===== config.mk =====
export PLATFORM = sky130hd
export DESIGN_NAME = txseq_top
export DESIGN_NICKNAME = d
export VERILOG_FILES = /design/src/rtl/txseq_pkg.sv /design/src/rtl/txseq_cfg_reg.sv /design/src/rtl/txseq_blk_fsm.sv /design/src/rtl/txseq_hdr_adv.sv /design/src/rtl/txseq_top.sv
export SDC_FILE = /design/constraint.sdc
export NUM_CORES = 1
export LEC_CHECK = 0
export CAP_MARGIN = 40
export CORE_MARGIN = 5
export CORE_UTILIZATION = 30
export DETAILED_ROUTE_END_ITERATION = 6
export SYNTH_ARGS = -nofsm -noshare
export SYNTH_HDL_FRONTEND = slang
export SYNTH_HIERARCHICAL = 1
export SYNTH_SLANG_ARGS = --single-unit

===== constraint.sdc =====
create_clock -name clk -period 8.5 [get_ports clk]
set_input_delay 2.55 -clock clk [delete_from_list [all_inputs] [get_ports clk]]
set_output_delay 2.55 -clock clk [all_outputs]
set_load 0.02 [all_outputs]

===== src/rtl/txseq_pkg.sv =====
package txseq_pkg;
  localparam int CNT_W  = 12;
  localparam int SPD_W  = 2;
  localparam int WORD_W = 32;

  // MSB-first field numbering: field bit k lives at word bit (WORD_W-1-k)
  localparam int POS_CNT_HI = WORD_W - 1 - 0;
  localparam int POS_STRICT = WORD_W - 1 - 14;
  localparam int POS_AUTO   = WORD_W - 1 - 15;
  localparam int POS_SPD_HI = WORD_W - 1 - 22;
  localparam int POS_HDRINS = WORD_W - 1 - 27;

  typedef struct packed {
    logic [CNT_W-1:0] blk_pkts;
    logic             strict;
    logic             auto_adv;
    logic             hdr_ins;
    logic [SPD_W-1:0] speed;
  } txseq_cfg_t;

  typedef enum logic {ST_IDLE = 1'b0, ST_OPEN = 1'b1} txseq_state_e;
endpackage


===== src/rtl/txseq_cfg_reg.sv =====
module txseq_cfg_reg
  import txseq_pkg::*;
(
  input  logic              clk,
  input  logic              rst_n,
  input  logic              wr_en,
  input  logic [WORD_W-1:0] wr_word,
  output txseq_cfg_t        cfg
);
  txseq_cfg_t nxt;

  always_comb begin
    nxt.blk_pkts = wr_word[POS_CNT_HI -: CNT_W];
    nxt.strict   = wr_word[POS_STRICT];
    nxt.auto_adv = wr_word[POS_AUTO];
    nxt.hdr_ins  = wr_word[POS_HDRINS];
    nxt.speed    = wr_word[POS_SPD_HI -: SPD_W];
  end

  always_ff @(posedge clk or negedge rst_n) begin
    if (!rst_n)     cfg <= '0;
    else if (wr_en) cfg <= nxt;
  end
endmodule


===== src/rtl/txseq_blk_fsm.sv =====
module txseq_blk_fsm
  import txseq_pkg::*;
#(
  parameter int CW = CNT_W
) (
  input  logic          clk,
  input  logic          rst_n,
  input  logic          strict,
  input  logic [CW-1:0] blk_pkts,
  input  logic          src_ready,
  input  logic          pkt_sent,
  output logic          done,
  output logic          proto_err
);
  txseq_state_e  state;
  logic          ready_q;
  logic [CW-1:0] sent_cnt;
  logic [CW-1:0] last_idx;
  logic          start;

  assign start    = src_ready & ~ready_q;
  assign last_idx = (blk_pkts == '0) ? '0 : blk_pkts - 1'b1;

  always_ff @(posedge clk or negedge rst_n) begin
    if (!rst_n) begin
      state     <= ST_IDLE;
      ready_q   <= 1'b0;
      sent_cnt  <= '0;
      done      <= 1'b0;
      proto_err <= 1'b0;
    end else begin
      ready_q   <= src_ready;
      done      <= 1'b0;
      proto_err <= 1'b0;
      case (state)
        ST_IDLE: begin
          if (start) begin
            state    <= ST_OPEN;
            sent_cnt <= '0;
          end
        end
        ST_OPEN: begin
          if (strict && !src_ready) begin
            proto_err <= 1'b1;
            state     <= ST_IDLE;
          end else if (pkt_sent) begin
            if (sent_cnt == last_idx) begin
              done  <= 1'b1;
              state <= ST_IDLE;
            end else begin
              sent_cnt <= sent_cnt + 1'b1;
            end
          end
        end
        default: state <= ST_IDLE;
      endcase
    end
  end
endmodule


===== src/rtl/txseq_hdr_adv.sv =====
module txseq_hdr_adv #(
  parameter int SIZE_W = 16,
  parameter int HDR_W  = 32
) (
  input  logic              enable,
  input  logic [SIZE_W-1:0] size,
  input  logic [HDR_W-1:0]  hdr_in,
  output logic [HDR_W-1:0]  hdr_out
);
  localparam int RW = SIZE_W + 1;
  logic [RW-1:0]    rounded;
  logic [HDR_W-1:0] step;

  always_comb begin
    rounded = ({1'b0, size} + RW'(3)) & ~RW'(3);
    step    = HDR_W'(rounded);
    hdr_out = enable ? (hdr_in + step) : hdr_in;
  end
endmodule


===== src/rtl/txseq_top.sv =====
module txseq_top
  import txseq_pkg::*;
#(
  parameter int SIZE_W = 16,
  parameter int ACK_W  = 5
) (
  input  logic              clk,
  input  logic              rst_n,
  input  logic              ctl_wr,
  input  logic [WORD_W-1:0] ctl_word,
  input  logic              tx_async,
  input  logic              src_ready,
  input  logic              pkt_sent,
  input  logic [SIZE_W-1:0] pay_size,
  input  logic [31:0]       hdr_q2_in,
  input  logic              ack_valid,
  input  logic              ack_port,
  input  logic [ACK_W-1:0]  ack_code,
  output logic              done,
  output logic              proto_err,
  output logic [31:0]       hdr_q2_out,
  output logic [SPD_W-1:0]  phy_speed,
  output logic [ACK_W-1:0]  ack_status
);
  txseq_cfg_t cfg;
  logic       strict_mode;
  logic       adv_en;
  logic       ack_hit;

  txseq_cfg_reg u_cfg (
    .clk(clk), .rst_n(rst_n), .wr_en(ctl_wr), .wr_word(ctl_word), .cfg(cfg)
  );

  assign strict_mode = cfg.strict;
  assign adv_en      = cfg.auto_adv & cfg.hdr_ins & tx_async;
  assign ack_hit     = ack_valid & ack_port;
  assign phy_speed   = cfg.speed;

  txseq_blk_fsm #(.CW(CNT_W)) u_fsm (
    .clk(clk), .rst_n(rst_n), .strict(strict_mode), .blk_pkts(cfg.blk_pkts),
    .src_ready(src_ready), .pkt_sent(pkt_sent), .done(done), .proto_err(proto_err)
  );

  txseq_hdr_adv #(.SIZE_W(SIZE_W), .HDR_W(32)) u_adv (
    .enable(adv_en), .size(pay_size), .hdr_in(hdr_q2_in), .hdr_out(hdr_q2_out)
  );

  always_ff @(posedge clk or negedge rst_n) begin
    if (!rst_n)       ack_status <= '0;
    else if (ack_hit) ack_status <= ack_code;
  end
endmodule


==> results of run 1 <==
-- worst paths after layout --
check                                   from                 end  slack, ns
worst max-delay path             pay_size[0]      hdr_q2_out[21]       0.13
worst min-delay path            u_cfg/cfg[3]        u_cfg/cfg[3]       0.50
worst max register to register  u_cfg/cfg[5]  u_fsm/sent_cnt[11]       5.21
worst min register to register  u_cfg/cfg[3]        u_cfg/cfg[3]       0.50
max in group asynchronous              rst_n        u_cfg/cfg[0]       5.97
min in group asynchronous              rst_n         u_fsm/state       2.10
-- repair_timing --
| item | in CTS | in global routing |
|---|---|---|
| endpoints found under the setup margin | 21 | 19 |
| resized for setup | 91 | 27 |
| pin swaps | 13 | 10 |
| buffers inserted | 5 | 1 |
-- power groups by stage --
stage               Sequential [mW]  Combinational [mW]  Clock, mW
floorplan                     0.229               0.168          0
global placement              0.229               0.293          0
detailed placement            0.230               0.299          0
CTS                           0.227               0.303      0.215
global route                  0.231               0.335      0.223
finish                        0.227               0.306      0.210
-- cell families after synthesis --
logic type	Yosys count	share of synthesized area [%]
AOI/OAI and AO/OA	92	16.8
and+or+nand+nor	151	23.0
DFF	38	24.9
muxes	45	14.0
adders and majority gates	18	6.09
buffers and inverters	29	3.96
xor gates and xnor gates	49	11.2
-- cells in the final DEF, fill, tap and decap left out, types with 5 or more instances in the layout --
master and instances:
xor2_1 20, clkdlybuf4s50_1 88, or4_1 8, xnor2_1 29, nor3_2 5, buf_2 10
nor2_1 19, mux2_4 10, dlygate4sd2_1 6, a21oi_2 5, dfrtp_1 38, nand2_1 42
clkbuf_16 5, o21ai_0 8, ha_1 16, a21oi_1 24, nand4_1 9, mux2i_1 8
nor3_1 9, inv_1 14, and3_1 12, o31ai_1 8, mux2_2 26, nand3_1 10
buf_4 53, o21ai_1 8
-- critical path: cells and delay by family --
kind | cells | cell delay (ns)
xor gates and xnor gates | 2 | 0.38
buffers and inverters | 4 | 0.68
adders and majority gates | 1 | 0.38
AOI/OAI and AO/OA | 4 | 0.73
and+or+nand+nor | 6 | 1.07
-- layer usage --
layer / part of all wire, % / GRT usage [%] / vias to the layer above
met4: 1.7 / 4.83 / 0
met5: 0 / 0 / -
met3: 6.2 / 2.90 / 16
li1: - / - / 1880
met2: 48 / 27.3 / 129
met1: 44 / 18.6 / 1805
-- state kept, by name, summed over array words and instances (netlist names) --
name and flops:
u_fsm/proto_err 1, u_fsm/done 1, u_fsm/state 1, u_cfg/cfg 17, u_fsm/ready_q 1, u_fsm/sent_cnt 12
ack_status 5
-- per-stage QoR --
stage / worst slack [ns] / setup TNS (ns) / hold slack (ns) / area [um^2]
6_report: 0.132 / 0 / 0.503 / 5690
5_1_grt: -0.00100 / -0.00100 / 0.530 / 5690
4_1_cts: 0.0822 / 0 / 0.508 / 5650
3_5_place_dp: -0.590 / -10.37 / 0.496 / 5430
3_3_place_gp: -0.530 / -9.29 / 0.481 / 5400
2_1_floorplan: 0.380 / 0 / 0.472 / 3820
-- final cells by class --
cell class	count	share of cell area, %
inverter	14	0.924
timing repair buffer	165	26.1
clock inverter	3	0.704
multi-input combinational	355	49.5
clock buffer	5	2.20
sequential	38	16.7
tap	172	3.79
==> PnR_summary.wiki, run 1 <==
{| class="wikitable"
! Metric !! Value
|-
| Layout cell share with drive strength beyond 1 || about a quarter
|-
| Number of top-level pins || roughly 130
|-
| Insertion delay of the later-clocked pin in the worst-skew pair || 0.29 ns
|-
| Startpoint-to-endpoint class of the critical path || in2out
|-
| Sequential-to-total area share from yosys stat || 24.9%
|-
| Non-filler cells, final || 752
|-
| Sequential share of power || 30.5%
|-
| Number of cells on the worst hold path || 1
|-
| Via count normalized by instance count || 5.09
|-
| Fraction of power consumed by combinational cells || between 40 and 50%
|-
| Path type of the worst min-delay path || reg2reg
|-
| Overflow left after global routing || 0
|-
| Worst slew margin relative to its limit || 40.6%
|-
| Post-layout minimum cycle time || ~8.4 ns
|-
| Number of hold-repair buffers added at the cts stage || 0
|-
| Flops & latches, synth || 38
|-
| Proportion of netlist area held by the largest area contributor || about a quarter
|-
| Library cell with the largest summed area after synthesis || dfrtp_1
|-
| Global-route wire length before repair || between 15000 and 20000 um
|-
| Most frequent cell after synthesis || nand2_1
|-
| Post-synthesis average cell area || 9.05 um^2
|-
| Deepest level of the CTS H-tree || 2
|-
| Data required, critical path || 5.95 ns
|-
| Fmax || 120 MHz
|-
| Category of the worst setup path capture point || output port
|-
| Sum of net half-perimeters after detailed placement || 9190 um
|-
| I/O Buffers || 114
|-
| Final number of max-transition violations || 0
|-
| Cell row count || 41
|-
| Number of cells traversed by the worst register-to-register path || 9
|-
| Async set-or-reset flop fraction in the synthesized netlist || between 90% and 100%
|-
| Cell count after synthesis || 422
|-
| Number of flops mapped to enable cells by yosys || 0
|-
| Cell at the slowest stage of the critical path || or3_4
|-
| Post-synthesis net count || about 530
|-
| Fill cells || 1241
|-
| Starting utilization of the core area || 30.4%
|-
| Layout overhead on the synthesized area || 48.8%
|-
| Vertical die dimension || roughly 120 um
|-
| Area enclosed by the die boundary || 15100 um^2
|-
| Clock network fraction of design power || 28.3%
|-
| Antenna diode count || 0
|-
| Netlist area before placement || 3820 um^2
|-
| Top FF cell, synth || dfrtp_1
|-
| Routed length per instance || roughly 15 um
|-
| CTS tree || yes
|-
| Total Routed Length || roughly 11000 um
|-
| Clock tree skew after final layout || 0.00531 ns
|-
| Final period utilization || a little over nine tenths
|-
| Synth warnings || 6
|-
| Total internal power || 0.496 mW
|-
| Register cell area after layout || 951 um^2
|-
| Crit Path Max Fanout || 7
|-
| TritonCTS Buffers || 5
|-
| Worst supply voltage drop on vdd || between 100 and 150 uV
|-
| 1st-iter DRT viols || 149
|-
| Sw Pwr || 0.246 mW
|-
| CP Data Arrival Time || 5.82 ns
|-
| GPL Wtd Cong || 0.851
|-
| Clock Pin Slew Worst Setup and Hold Paths || 0.05 ns
|-
| Clock root buffer master || clkbuf_16
|-
| Synth area leaders || dfrtp_1 25%, mux2_2 7.7%, xnor2_1 6.6%
|-
| Endpoints failing hold || 0
|-
| Static Leak || between 2 and 2.5 nW
|-
| Worst Setup Start Kind || primary input
|-
| Worst path max stage delay || 0.40 ns
|-
| Transition time at the pin with the least slew margin || 0.884 ns
|-
| Number of buffers on the longest clock path || 2
|-
| CTS sink cnt || 38
|-
| GR Util All Layers || roughly 15%
|-
| Number of antenna violations at the first check in global routing || 0
|-
| Via total after detailed routing || 3830
|-
| Critical Path, Cell by Cell || dlygate4sd2_1 -> o21a_1 -> and3_4 -> and3_4 -> buf_4 -> and3_1 -> xor2_1 -> ha_1 -> buf_6 -> nand2_2 -> or3_4 -> o21ai_4 -> nor2_4 -> a21oi_4 -> o211ai_1 -> xnor2_1 -> buf_4
|-
| Final antenna-violating net count || 0
|-
| Synth cell count leaders || 44 x nand2_1, 38 x dfrtp_1, 29 x xnor2_1, 28 x a21oi_1, 26 x mux2_2
|-
| Die X-Extent || 123 um
|-
| Number of search-and-repair iterations in the first detailed-routing pass || 4
|-
| Detailed-route DRC error count || 0
|-
| Number of unique standard cell types used by synthesis || 71
|-
| Switching fraction of total power || 33.2%
|-
| Status || completed
|-
| Power density relative to cell area || 131 nW/um^2
|-
| Core Region || ~13000 um^2
|-
| Total Nets Final || 690
|-
| Multi-input combinational cell area || 2820 um^2
|-
| # placed instances || roughly 740
|-
| Vias in the first global route || a little under 4000
|-
| Total power after layout || 0.743 mW
|-
| Maximum number of pins on one net before global-route repair || 33
|-
| Setup violations, final || 0
|-
| Max-Cap Viols || 0
|-
| Fin util || 45.2%
|}
No activity file was read; power rests on OpenSTA's default activity.
==> inputs of run 2 (changes only) <==
ABC_CLOCK_PERIOD_IN_PS = 8500   (was default)
CORE_UTILIZATION = 47   (was 30)
GPL_TIMING_DRIVEN = 0   (was default)
PLACE_DENSITY = 0.83   (was default)
==> PnR_summary.wiki, run 2 (same netlist as run 1, synthesis figures left out) <==
{| class="wikitable"
! Metric !! Value
|-
| Status || completed
|-
| Routed length per instance || 17.6 um
|-
| Fin util || 68.4%
|-
| Multi-input combinational cell area || 2820 um^2
|-
| CP Data Arrival Time || 5.67 ns
|-
| Clock tree skew after final layout || 0.00189 ns
|-
| Number of top-level pins || 134
|-
| Vias in the first global route || 3846
|-
| Clock Pin Slew Worst Setup and Hold Paths || 0.07 ns
|-
| Post-layout minimum cycle time || about 8.2 ns
|-
| Number of search-and-repair iterations in the first detailed-routing pass || 6
|-
| # placed instances || roughly 640
|-
| Worst reg2reg path startpoint || u_cfg/cfg[5]
|-
| End point of the most critical hold path || u_cfg/cfg[2]
|-
| Crit Path Max Fanout || 5
|-
| Area enclosed by the die boundary || 10000 um^2
|-
| Die X-Extent || 100 um
|-
| Startpoint-to-endpoint class of the critical path || in2out
|-
| Worst slew margin relative to its limit || between 40% and 50%
|-
| I/O Buffers || 114
|-
| Maximum number of pins on one net before global-route repair || 39
|-
| TritonCTS Buffers || 5
|-
| GR Util All Layers || 22.5%
|-
| Crit Reg-Reg Endpoint || u_fsm/sent_cnt[9]
|-
| Number of cells on the worst hold path || 1
|-
| Fill cells || 616
|-
| Regs by FF count || u_cfg/cfg x17, u_fsm/sent_cnt x12, ack_status x5
|-
| Global-route wire length before repair || 18600 um
|-
| Transition time at the pin with the least slew margin || just under 0.9 ns
|-
| Antenna diode count || 0
|-
| Total Routed Length || 11600 um
|-
| Register cell area after layout || 951 um^2
|-
| Final antenna-violating net count || 0
|-
| Fmax || 122 MHz
|-
| Worst supply voltage drop on vdd || ~120 uV
|-
| CTS sink cnt || 38
|-
| Largest reg by FF count || u_cfg/cfg
|-
| Number of cells traversed by the worst register-to-register path || 11
|-
| Layout cell share with drive strength beyond 1 || between 20% and 30%
|-
| Worst Setup Start Kind || primary input
|-
| Hold Crit Start || u_cfg/cfg[2]
|-
| Number of antenna violations at the first check in global routing || 0
|-
| Static Leak || between 2 and 2.5 nW
|-
| Layout overhead on the synthesized area || 39.7%
|-
| Commonest cells after routing, fill and taps aside || 88 x clkdlybuf4s50_1, 42 x nand2_1, 38 x dfrtp_1
|-
| Power density relative to cell area || 122 nW/um^2
|-
| Total Nets Final || 665
|-
| Clock root buffer master || clkbuf_8
|-
| Final period utilization || between 90% and 100%
|-
| Sum of net half-perimeters after detailed placement || 8750 um
|-
| Setup violations, final || 0
|-
| Core Region || 7810 um^2
|-
| Vertical die dimension || about 100 um
|-
| Setup repair after global routing missed its margin || false
|-
| Via count normalized by instance count || 5.95
|-
| Deepest level of the CTS H-tree || 2
|-
| Non-filler cells, final || around 660
|-
| GPL Wtd Cong || about 0.9
|-
| Detailed-route DRC error count || 0
|-
| Via total after detailed routing || 3910
|-
| 1st-iter DRT viols || 285
|-
| Starting utilization of the core area || ~49%
|-
| Insertion delay of the later-clocked pin in the worst-skew pair || 0.29 ns
|-
| Number of hold-repair buffers added at the cts stage || 0
|-
| CTS tree || yes
|-
| Number of buffers on the longest clock path || 2
|-
| Flip-flop count of the largest register after layout || 17
|-
| Cell row count || 32
|-
| Overflow left after global routing || 0
|-
| Endpoints failing hold || 0
|-
| Data required, critical path || around 6.0 ns
|-
| Max-Cap Viols || 0
|-
| Category of the worst setup path capture point || output port
|-
| Register-to-register path setup slack || about 5.4 ns
|-
| Path type of the worst min-delay path || reg2reg
|-
| Final number of max-transition violations || 0
|-
| Commonest non-fill, non-tap cell in the layout || clkdlybuf4s50_1
|}
run 2: changes by cell type in the layout (fill, tap and decap cells not counted), sizes merged:
cell	before	now
buf	67	37
bufinv	1	0
clkdlybuf4s15	2	1
clkinv	2	1
clkbuf	5	11
dlygate4sd2	6	4
clkinvlp	0	1
dlymetal6s2s	2	5
run 2: worst max path at each step:
stage           startpoint  depth (start not counted)        endpoint
2_1_floorplan  pay_size[0]                         15  hdr_q2_out[24]
6_report       pay_size[5]                         14  hdr_q2_out[24]
4_1_cts        pay_size[2]                         16  hdr_q2_out[24]
3_5_place_dp   pay_size[2]                         17  hdr_q2_out[24]
3_3_place_gp   pay_size[0]                         17  hdr_q2_out[24]
5_1_grt        pay_size[5]                         14  hdr_q2_out[24]
run 2: area by class of cell:
class / count / area share (%)
plain buffers: 13 / 1.71
clock buffers: 6 / 1.55
clock inverters: 2 / 0.234
inverters: 14 / 0.984
multi-input cells: 355 / 52.9
flip-flops and latches: 38 / 17.8
well taps: 102 / 2.39
repair buffers: 127 / 22.5
run 2: power by group:
part	internal, mW	switching [mW]
Combinational	0.145	0.147
Clock	0.0652	0.0654
Sequential	0.199	0.0288
Total	0.409	0.241
run 2: per-layer routing:
layer	vias up	global-route usage, %	routed length [um]
met4	0	5.91	261
li1	1820	-	-
met1	1849	29.1	4900
met5	-	0	0
met3	40	5.21	986
met2	201	37.8	5410
run 2: worst max-delay path, cell delays in order:
cell             delay (ns)
clkdlybuf4s50_1        0.52
and3_4                 0.22
and4_4                 0.26
and4_4                 0.25
nand3_1                0.11
xnor2_1                0.14
ha_1                   0.37
nand2_1                0.10
o21ai_1                0.13
o21ba_2                0.19
a211o_1                0.31
nor2_1                 0.13
xor2_1                 0.20
buf_4                  0.18
run 2: metrics by stage:
stage	total power [mW]	setup WS [ns]	instance area, um^2	TNS, ns	hold WS [ns]
after CTS	0.646	0.00304	5230	0	0.512
after global placement	0.500	-0.835	5090	-11.28	0.485
final	0.651	0.280	5340	0	0.507
after global routing	0.690	0.128	5340	0	0.535
after floorplan	0.397	0.380	3820	0	0.472
after detailed placement	0.510	-0.902	5080	-12.82	0.494
run 2: repair_timing:
action / in CTS / in global routing
gates resized for setup: 93 / 25
setup buffers: 8 / 5
pin swaps: 11 / 13
setup endpoints to repair: 20 / 21
